==> config.mk <==
export PLATFORM = sky130hd
export DESIGN_NAME = twophase_gen
export DESIGN_NICKNAME = d
export VERILOG_FILES = /design/src/rtl/twophase_pkg.sv /design/src/rtl/phase_counter.sv /design/src/rtl/edge_decode.sv /design/src/rtl/setclr_flop.sv /design/src/rtl/twophase_gen.sv
export SDC_FILE = /design/constraint.sdc
export NUM_CORES = 1
export LEC_CHECK = 0
export ABC_AREA = 1
export BUFFER_PORTS_ARGS = -buffer_cell sky130_fd_sc_hd__buf_2
export CORE_MARGIN = 5
export CORE_UTILIZATION = 30
export DETAILED_ROUTE_END_ITERATION = 8
export HOLD_SLACK_MARGIN = 0.05
export SLEW_MARGIN = 0
export SYNTH_ARGS = -nofsm -noshare
export SYNTH_HDL_FRONTEND = slang
export SYNTH_SLANG_ARGS = --single-unit
==> constraint.sdc <==
create_clock -name clk_i -period 2 [get_ports clk_i]
set_input_delay 0.1 -clock clk_i [delete_from_list [all_inputs] [get_ports clk_i]]
set_output_delay 0.1 -clock clk_i [all_outputs]
set_load 0.01 [all_outputs]
==> src/rtl/twophase_pkg.sv <==
package twophase_pkg;

  // Edge positions as percent of one output period
  localparam int PCT_A_ON  = 0;
  localparam int PCT_A_OFF = 45;
  localparam int PCT_B_ON  = 55;
  localparam int PCT_B_OFF = 90;

  // Decade variant constants
  localparam int DECADE_STEPS = 20;
  localparam int DIGIT_W      = 4;
  localparam int DIGIT_LAST   = 9;

  // Number of decoded edges (set/clear for each of two phases)
  localparam int N_EDGES = 4;

  function automatic int edge_at(input int steps, input int pct);
    return (steps * pct) / 100;
  endfunction

endpackage

==> src/rtl/phase_counter.sv <==
module phase_counter
  import twophase_pkg::*;
#(
  parameter bit DECADE = 1'b0,
  parameter int STEPS  = 100,
  parameter int CW     = 7
) (
  input  logic          clk_i,
  input  logic          rst_i,
  input  logic          en_i,
  output logic [CW-1:0] cnt_o,
  output logic          half_o,
  output logic          last_o
);

  localparam logic [CW-1:0] TERM_LIN = CW'(STEPS - 1);
  localparam logic [CW-1:0] TERM_DIG = CW'(DIGIT_LAST);

  logic [CW-1:0] cnt_q;

  generate
    if (DECADE) begin : g_decade
      logic half_q;

      always_ff @(posedge clk_i) begin
        if (rst_i) begin
          cnt_q  <= '0;
          half_q <= 1'b0;
        end else if (en_i) begin
          if (cnt_q == TERM_DIG) begin
            cnt_q  <= '0;
            half_q <= ~half_q;
          end else begin
            cnt_q <= cnt_q + 1'b1;
          end
        end
      end

      assign half_o = half_q;
      assign last_o = half_q && (cnt_q == TERM_DIG);
    end else begin : g_linear
      always_ff @(posedge clk_i) begin
        if (rst_i) begin
          cnt_q <= '0;
        end else if (en_i) begin
          if (cnt_q == TERM_LIN) cnt_q <= '0;
          else                   cnt_q <= cnt_q + 1'b1;
        end
      end

      assign half_o = 1'b0;
      assign last_o = (cnt_q == TERM_LIN);
    end
  endgenerate

  assign cnt_o = cnt_q;

endmodule

==> src/rtl/edge_decode.sv <==
module edge_decode #(
  parameter bit DECADE = 1'b0,
  parameter int CW     = 7,
  parameter int POS    = 0
) (
  input  logic [CW-1:0] cnt_i,
  input  logic          half_i,
  output logic          hit_o
);

  generate
    if (DECADE) begin : g_decade
      localparam int            HALF_SEL = POS / 10;
      localparam logic [CW-1:0] DIG      = CW'(POS % 10);
      assign hit_o = (half_i == 1'(HALF_SEL)) && (cnt_i == DIG);
    end else begin : g_linear
      localparam logic [CW-1:0] LIN = CW'(POS);
      assign hit_o = (cnt_i == LIN);
    end
  endgenerate

endmodule

==> src/rtl/setclr_flop.sv <==
module setclr_flop (
  input  logic clk_i,
  input  logic rst_i,
  input  logic en_i,
  input  logic set_i,
  input  logic clr_i,
  output logic q_o
);

  always_ff @(posedge clk_i) begin
    if (rst_i || !en_i) q_o <= 1'b0;
    else if (set_i)     q_o <= 1'b1;
    else if (clr_i)     q_o <= 1'b0;
  end

endmodule

==> src/rtl/twophase_gen.sv <==
module twophase_gen
  import twophase_pkg::*;
#(
  parameter bit DECADE    = 1'b0,
  parameter int LIN_STEPS = 100
) (
  input  logic clk_i,
  input  logic rst_i,
  input  logic en_i,
  output logic phase_a_o,
  output logic phase_b_o,
  output logic period_wrap_o
);

  localparam int STEPS = DECADE ? DECADE_STEPS : LIN_STEPS;
  localparam int CW    = DECADE ? DIGIT_W : $clog2(LIN_STEPS);

  // Edge order: A set, A clear, B set, B clear
  localparam int POS [N_EDGES] = '{
    edge_at(STEPS, PCT_A_ON),
    edge_at(STEPS, PCT_A_OFF),
    edge_at(STEPS, PCT_B_ON),
    edge_at(STEPS, PCT_B_OFF)
  };

  logic [CW-1:0]      cnt;
  logic               half;
  logic               last;
  logic [N_EDGES-1:0] hit;
  logic               wrap_q;

  phase_counter #(
    .DECADE(DECADE),
    .STEPS (STEPS),
    .CW    (CW)
  ) u_cnt (
    .clk_i (clk_i),
    .rst_i (rst_i),
    .en_i  (en_i),
    .cnt_o (cnt),
    .half_o(half),
    .last_o(last)
  );

  generate
    for (genvar i = 0; i < N_EDGES; i++) begin : g_edge
      edge_decode #(
        .DECADE(DECADE),
        .CW    (CW),
        .POS   (POS[i])
      ) u_dec (
        .cnt_i (cnt),
        .half_i(half),
        .hit_o (hit[i])
      );
    end
  endgenerate

  setclr_flop u_phase_a (
    .clk_i(clk_i),
    .rst_i(rst_i),
    .en_i (en_i),
    .set_i(hit[0]),
    .clr_i(hit[1]),
    .q_o  (phase_a_o)
  );

  setclr_flop u_phase_b (
    .clk_i(clk_i),
    .rst_i(rst_i),
    .en_i (en_i),
    .set_i(hit[2]),
    .clr_i(hit[3]),
    .q_o  (phase_b_o)
  );

  always_ff @(posedge clk_i) begin
    if (rst_i) wrap_q <= 1'b0;
    else       wrap_q <= en_i && last;
  end

  assign period_wrap_o = wrap_q;

endmodule

# ---- Yosys cells after proc, flatten, opt, wreduce, memory -nomap -nowiden
# Cells that the tools add are included.
dict set report classes {
  n_eq_ne 4
  mux 5
  n_addsub 1
  reduce_logical 6
}
# cell n
set op_table {}
lappend op_table {{$eq A7 B6 Y1 const B} 2}
lappend op_table {{$eq A7 B7 Y1 const B} 2}
lappend op_table {{$add A7 B1 Y7 const B} 1}
lappend op_table {{$logic_not A7 Y1} 1}
lappend op_table {{$mux W7} 1}
lappend op_table {{$mux W1} 4}
lappend op_table {{$reduce_bool A2 Y1} 2}
lappend op_table {{$logic_and A1 B1 Y1} 1}
lappend op_table {{$logic_not A1 Y1} 1}
lappend op_table {{$logic_or A1 B1 Y1} 1}
dict set report totals {
  input_bits 3
  output_inout_bits 3
  reg_bits 10
  word_cells 20
}

# ---- Depth between registers and ports, before layout
dict set report depth {
  ltp_word 3
  mapped_depth 7
  depth_no_buf 7
}

# ---- By module
# From an unflattened synthesis, not the netlist that was laid out.
dict set report unflattened {
  hier_cells 106
  area_unflattened_um2 649.4
}
# mod cells_each seq_area_each_um2 area_per_inst_um2 instances
set by_module_without_submodules {}
lappend by_module_without_submodules {phase_counter 56 140.1 400.4 1}
lappend by_module_without_submodules {setclr_flop 7 20.0 47.5 2}
lappend by_module_without_submodules {{edge_decode at g_edge[1].u_dec ...} 9 0.0 33.8 2}
lappend by_module_without_submodules {{edge_decode at g_edge[2].u_dec} 8 0.0 30.0 1}
lappend by_module_without_submodules {twophase_gen 3 20.0 30.0 1}
lappend by_module_without_submodules {{edge_decode at g_edge[0].u_dec} 7 0.0 26.3 1}

# ---- Least setup slack after synthesis
# No wires, ideal clock.
dict set report synth_timing {
  path_kind {flip-flop to flip-flop}
  start {register u_cnt.cnt_q[0] (netlist: u_cnt.cnt_o[0])}
  end {register u_cnt.cnt_q[6] (netlist: u_cnt.cnt_o[6])}
  setup_time_ns 0.063
  required_ns 1.937
  path_buffers 0
  path_stages_with_launch 8
  arrival_ns 0.979
  slack_ns 0.958
  period_less_slack_ns 1.042
  path_cell_list {dfxtp_1 > ha_1 > nand2_1 > nor2_4 > nand2_1 > nand2_1 > nand2_1 > nor2_2}
}
dict set report synth_between {
  elab_chain_cells 2
  elab_cells_between_ends 3
  classes_between {add/sub (1); eq/ne (1); mux (1)}
}
# element line
set synth_rtl {}
lappend synth_rtl {{start: declaration} phase_counter.sv:19} ;# logic [CW-1:0] cnt_q;
lappend synth_rtl {{start signal: assignment} phase_counter.sv:47} ;# else cnt_q <= cnt_q + 1'b1;
lappend synth_rtl {{$add A7 B1 Y7 / $eq A7 B7 Y1 (equally long branches)} {phase_counter.sv:47, phase_counter.sv:46}}
lappend synth_rtl {{$mux W7 (*)} phase_counter.sv:46} ;# if (cnt_q == TERM_LIN) cnt_q <= '0;
# Mark *: on every way between the ends. The rest lies on a longest branch, timed or not.
# A chain may end at the register's enable or synchronous reset.

# ---- Final worst setup path
dict set report layout_timing {
  start {register u_cnt.cnt_q[0] (netlist: u_cnt.cnt_o[0])}
  end {register u_cnt.cnt_q[0] (netlist: u_cnt.cnt_o[0])}
}
# Same word-level chain as after synthesis.

==> impl_metrics.yaml <==
cts:
  cts_tree: "built"
  htree_levels: 1
  numCtsBuffers: 3
  path_clk_slew_ns: 0.07
  clk_latency_ns: 0.26
  cts.sinks: 10
  cts.root.buffer_cell: "clkbuf_4"
  post_cts_buffers: 0
  cts_hold_buf: 0
  cts-resized-gates: 0
  clock_path_buffers: 2
placed_design:
  dp_hpwl_microns: 809
  gp_congestion: 0.760
  place_inst: 109
  numPortBuffers: 5
timing:
  skew_ns: 0.00106
  min_period_ns: 1.19
  grt_setup_unrepaired: "no"
  fin_tns_setup_ns: 0
  worstMarginPinSlew_ns: 0.261
  setup-violations-final: 0
  slew_headroom: 0.825
  post-route-period-util: 0.593
  slew_viol_final: 0
  max_freq_mhz: 843
  hold_viol: 0
routing:
  route.detailed.drc: 0
  wire_per_inst_microns: 9.06
  postRouteAntennaNets: 0
  drt_first_iter_violations: 16
  wl_microns: 1020
  dr.pass1.iters: 4
  vias: 494
  viasPerCell: 4.41
outcome:
  status: "completed"
power:
  p_leak_nw: 0.317
  power.density_mw_per_mm2: 615
  peakVddDrop_mv: 0.401
worst_setup_path:
  required_ns: 2.15
  worstRegToRegCells: 6
  path_buf_inv: 1
  r2r-end: "u_cnt.cnt_o[0]"
  end_kind: "register"
  slowest_delay_ns: 0.38
  rrSetupSlack_ns: 0.81
  critPathMostFrequentCell: "nand2_1"
  crit_type: "register to register"
  crit_path_cell_trace: "ha_1 > nand2_1 > inv_1 > nand4_1 > nand2_1 > nor2_1"
  slowest_stage: "dfxtp_1"
  start_kind: "register"
  critical_path.max_fanout: 4
  r2r-start: "u_cnt.cnt_o[0]"
  worstPathArrival_ns: 1.34
  path_delay_family: "simple AND/OR/NAND/NOR gates"
synth:
  synth_nets: 86
  syn_area_sq_um: 542
  synth.area.top_cells: "dfxtp_1, nand2_1, nor2_1"
  ys_types: 15
  yosys_warnings: 0
  synth_top_cell_by_area: "dfxtp_1"
  synth-seq-cells: 10
  synth_cells: 79
  yosysTopAreaCellShare: 0.370
  syn_avg_cell_area_sq_um: 6.86
  yosysSeqAreaShare: 0.370
layout:
  layout_commonest_cell: "nand2_1"
  drive_above_1_share: 0.149
  fin_util: 0.359
  seqCellArea_sq_um: 200
  stdcell_count: 112
  nNetsFinal: 96
  num_antenna_cells: 0
  multi_input_area_sq_um: 289
  fill_cells: 191
  area_growth_syn_to_layout_pct: 14.5
  final_cell_mix: "nand2_1, nor2_1, inv_1"
worst_hold_path:
  whs_path_depth: 2
  min_path_type: "input port to register"
  whs_endpoint: "u_cnt.cnt_o[4]"
  worstHoldStart: "rst_i"
global_routing:
  grt_pass1_vias: 398
  overflow: 0
  grt_usage: 0.0827
  grt_pass1_wl_microns: 1610
  grt_max_degree: 7
  antenna_found_initial: 0
die:
  dieWidth_microns: 52.5
  rows: 15
  io_pins: 6
  dieArea_sq_mm: 0.00276
  coreArea_sq_mm: 0.00173
  start_util: 0.314
  die_y_microns: 52.5
job:
  maxCapViolations: 0
through the flow:
stage	area [sq um]	total power, mW	hold slack, ns	setup WS, ns
after floorplan	542	0.238	0.172	0.958
after global placement	598	0.250	0.344	0.785
after detailed placement	598	0.250	0.344	0.809
after CTS	621	0.387	0.0647	0.797
after global routing	621	0.405	0.0860	0.647
final	621	0.382	0.0647	0.813
power breakdown:
part / internal (mW) / switching, mW
Combinational: 0.0131 / 0.0206
Clock: 0.0694 / 0.0675
Sequential: 0.205 / 0.00610
Total: 0.288 / 0.0942
logic make-up after synthesis:
logic type	count (synthesis)	share of synthesized area
compound gates	4	0.0370
xor+xnor	3	0.0485
fa+ha+maj	4	0.0924
buf+inv	14	0.0970
flops	10	0.370
simple gates	44	0.356
final cells by class:
type	count	area share
clock buffers	3	0.0363
multi-input cells	55	0.466
well taps	25	0.0504
flip-flops and latches	10	0.323
repair buffers	5	0.0403
inverters	14	0.0847
worst max-delay path by stage:
stage	from	endpoint	slack, ns	cells after the start
final	u_cnt.cnt_o[0]	u_cnt.cnt_o[0]	0.81	6
after global routing	u_cnt.cnt_o[0]	u_cnt.cnt_o[0]	0.65	6
after CTS	u_cnt.cnt_o[0]	u_cnt.cnt_o[0]	0.80	6
after detailed placement	u_cnt.cnt_o[0]	u_cnt.cnt_o[0]	0.81	6
after global placement	u_cnt.cnt_o[1]	u_cnt.cnt_o[0]	0.78	6
after floorplan	u_cnt.cnt_o[0]	u_cnt.cnt_o[6]	0.96	7
worst register-to-register path: cells and delay by family, from the launching register on:
family	cells	cell delay [ns]
and+or+nand+nor	4	0.46
DFF	1	0.38
adders and majority gates	1	0.20
buffers and inverters	1	0.05
cells in the mapped netlist (all sizes together):
cell type / n
a21oi: 2
ha: 4
nand2: 20
dfxtp: 10
xor2: 2
nand4: 3
xnor2: 1
inv: 14
nor2: 17
nand3: 4
o21ai: 2
state kept, by name, summed over array words and instances, names as in the netlist:
signal / cells
u_cnt.cnt_o: 7
u_phase_a.q_o: 1
period_wrap_o: 1
u_phase_b.q_o: 1
metal layers:
metal  GRT usage  part of all wire
met5           0                 0
met4      0.0638             0.019
met3      0.0171             0.029
met2       0.126              0.46
met1       0.100              0.49
No activity file was read; power rests on OpenSTA's default activity.
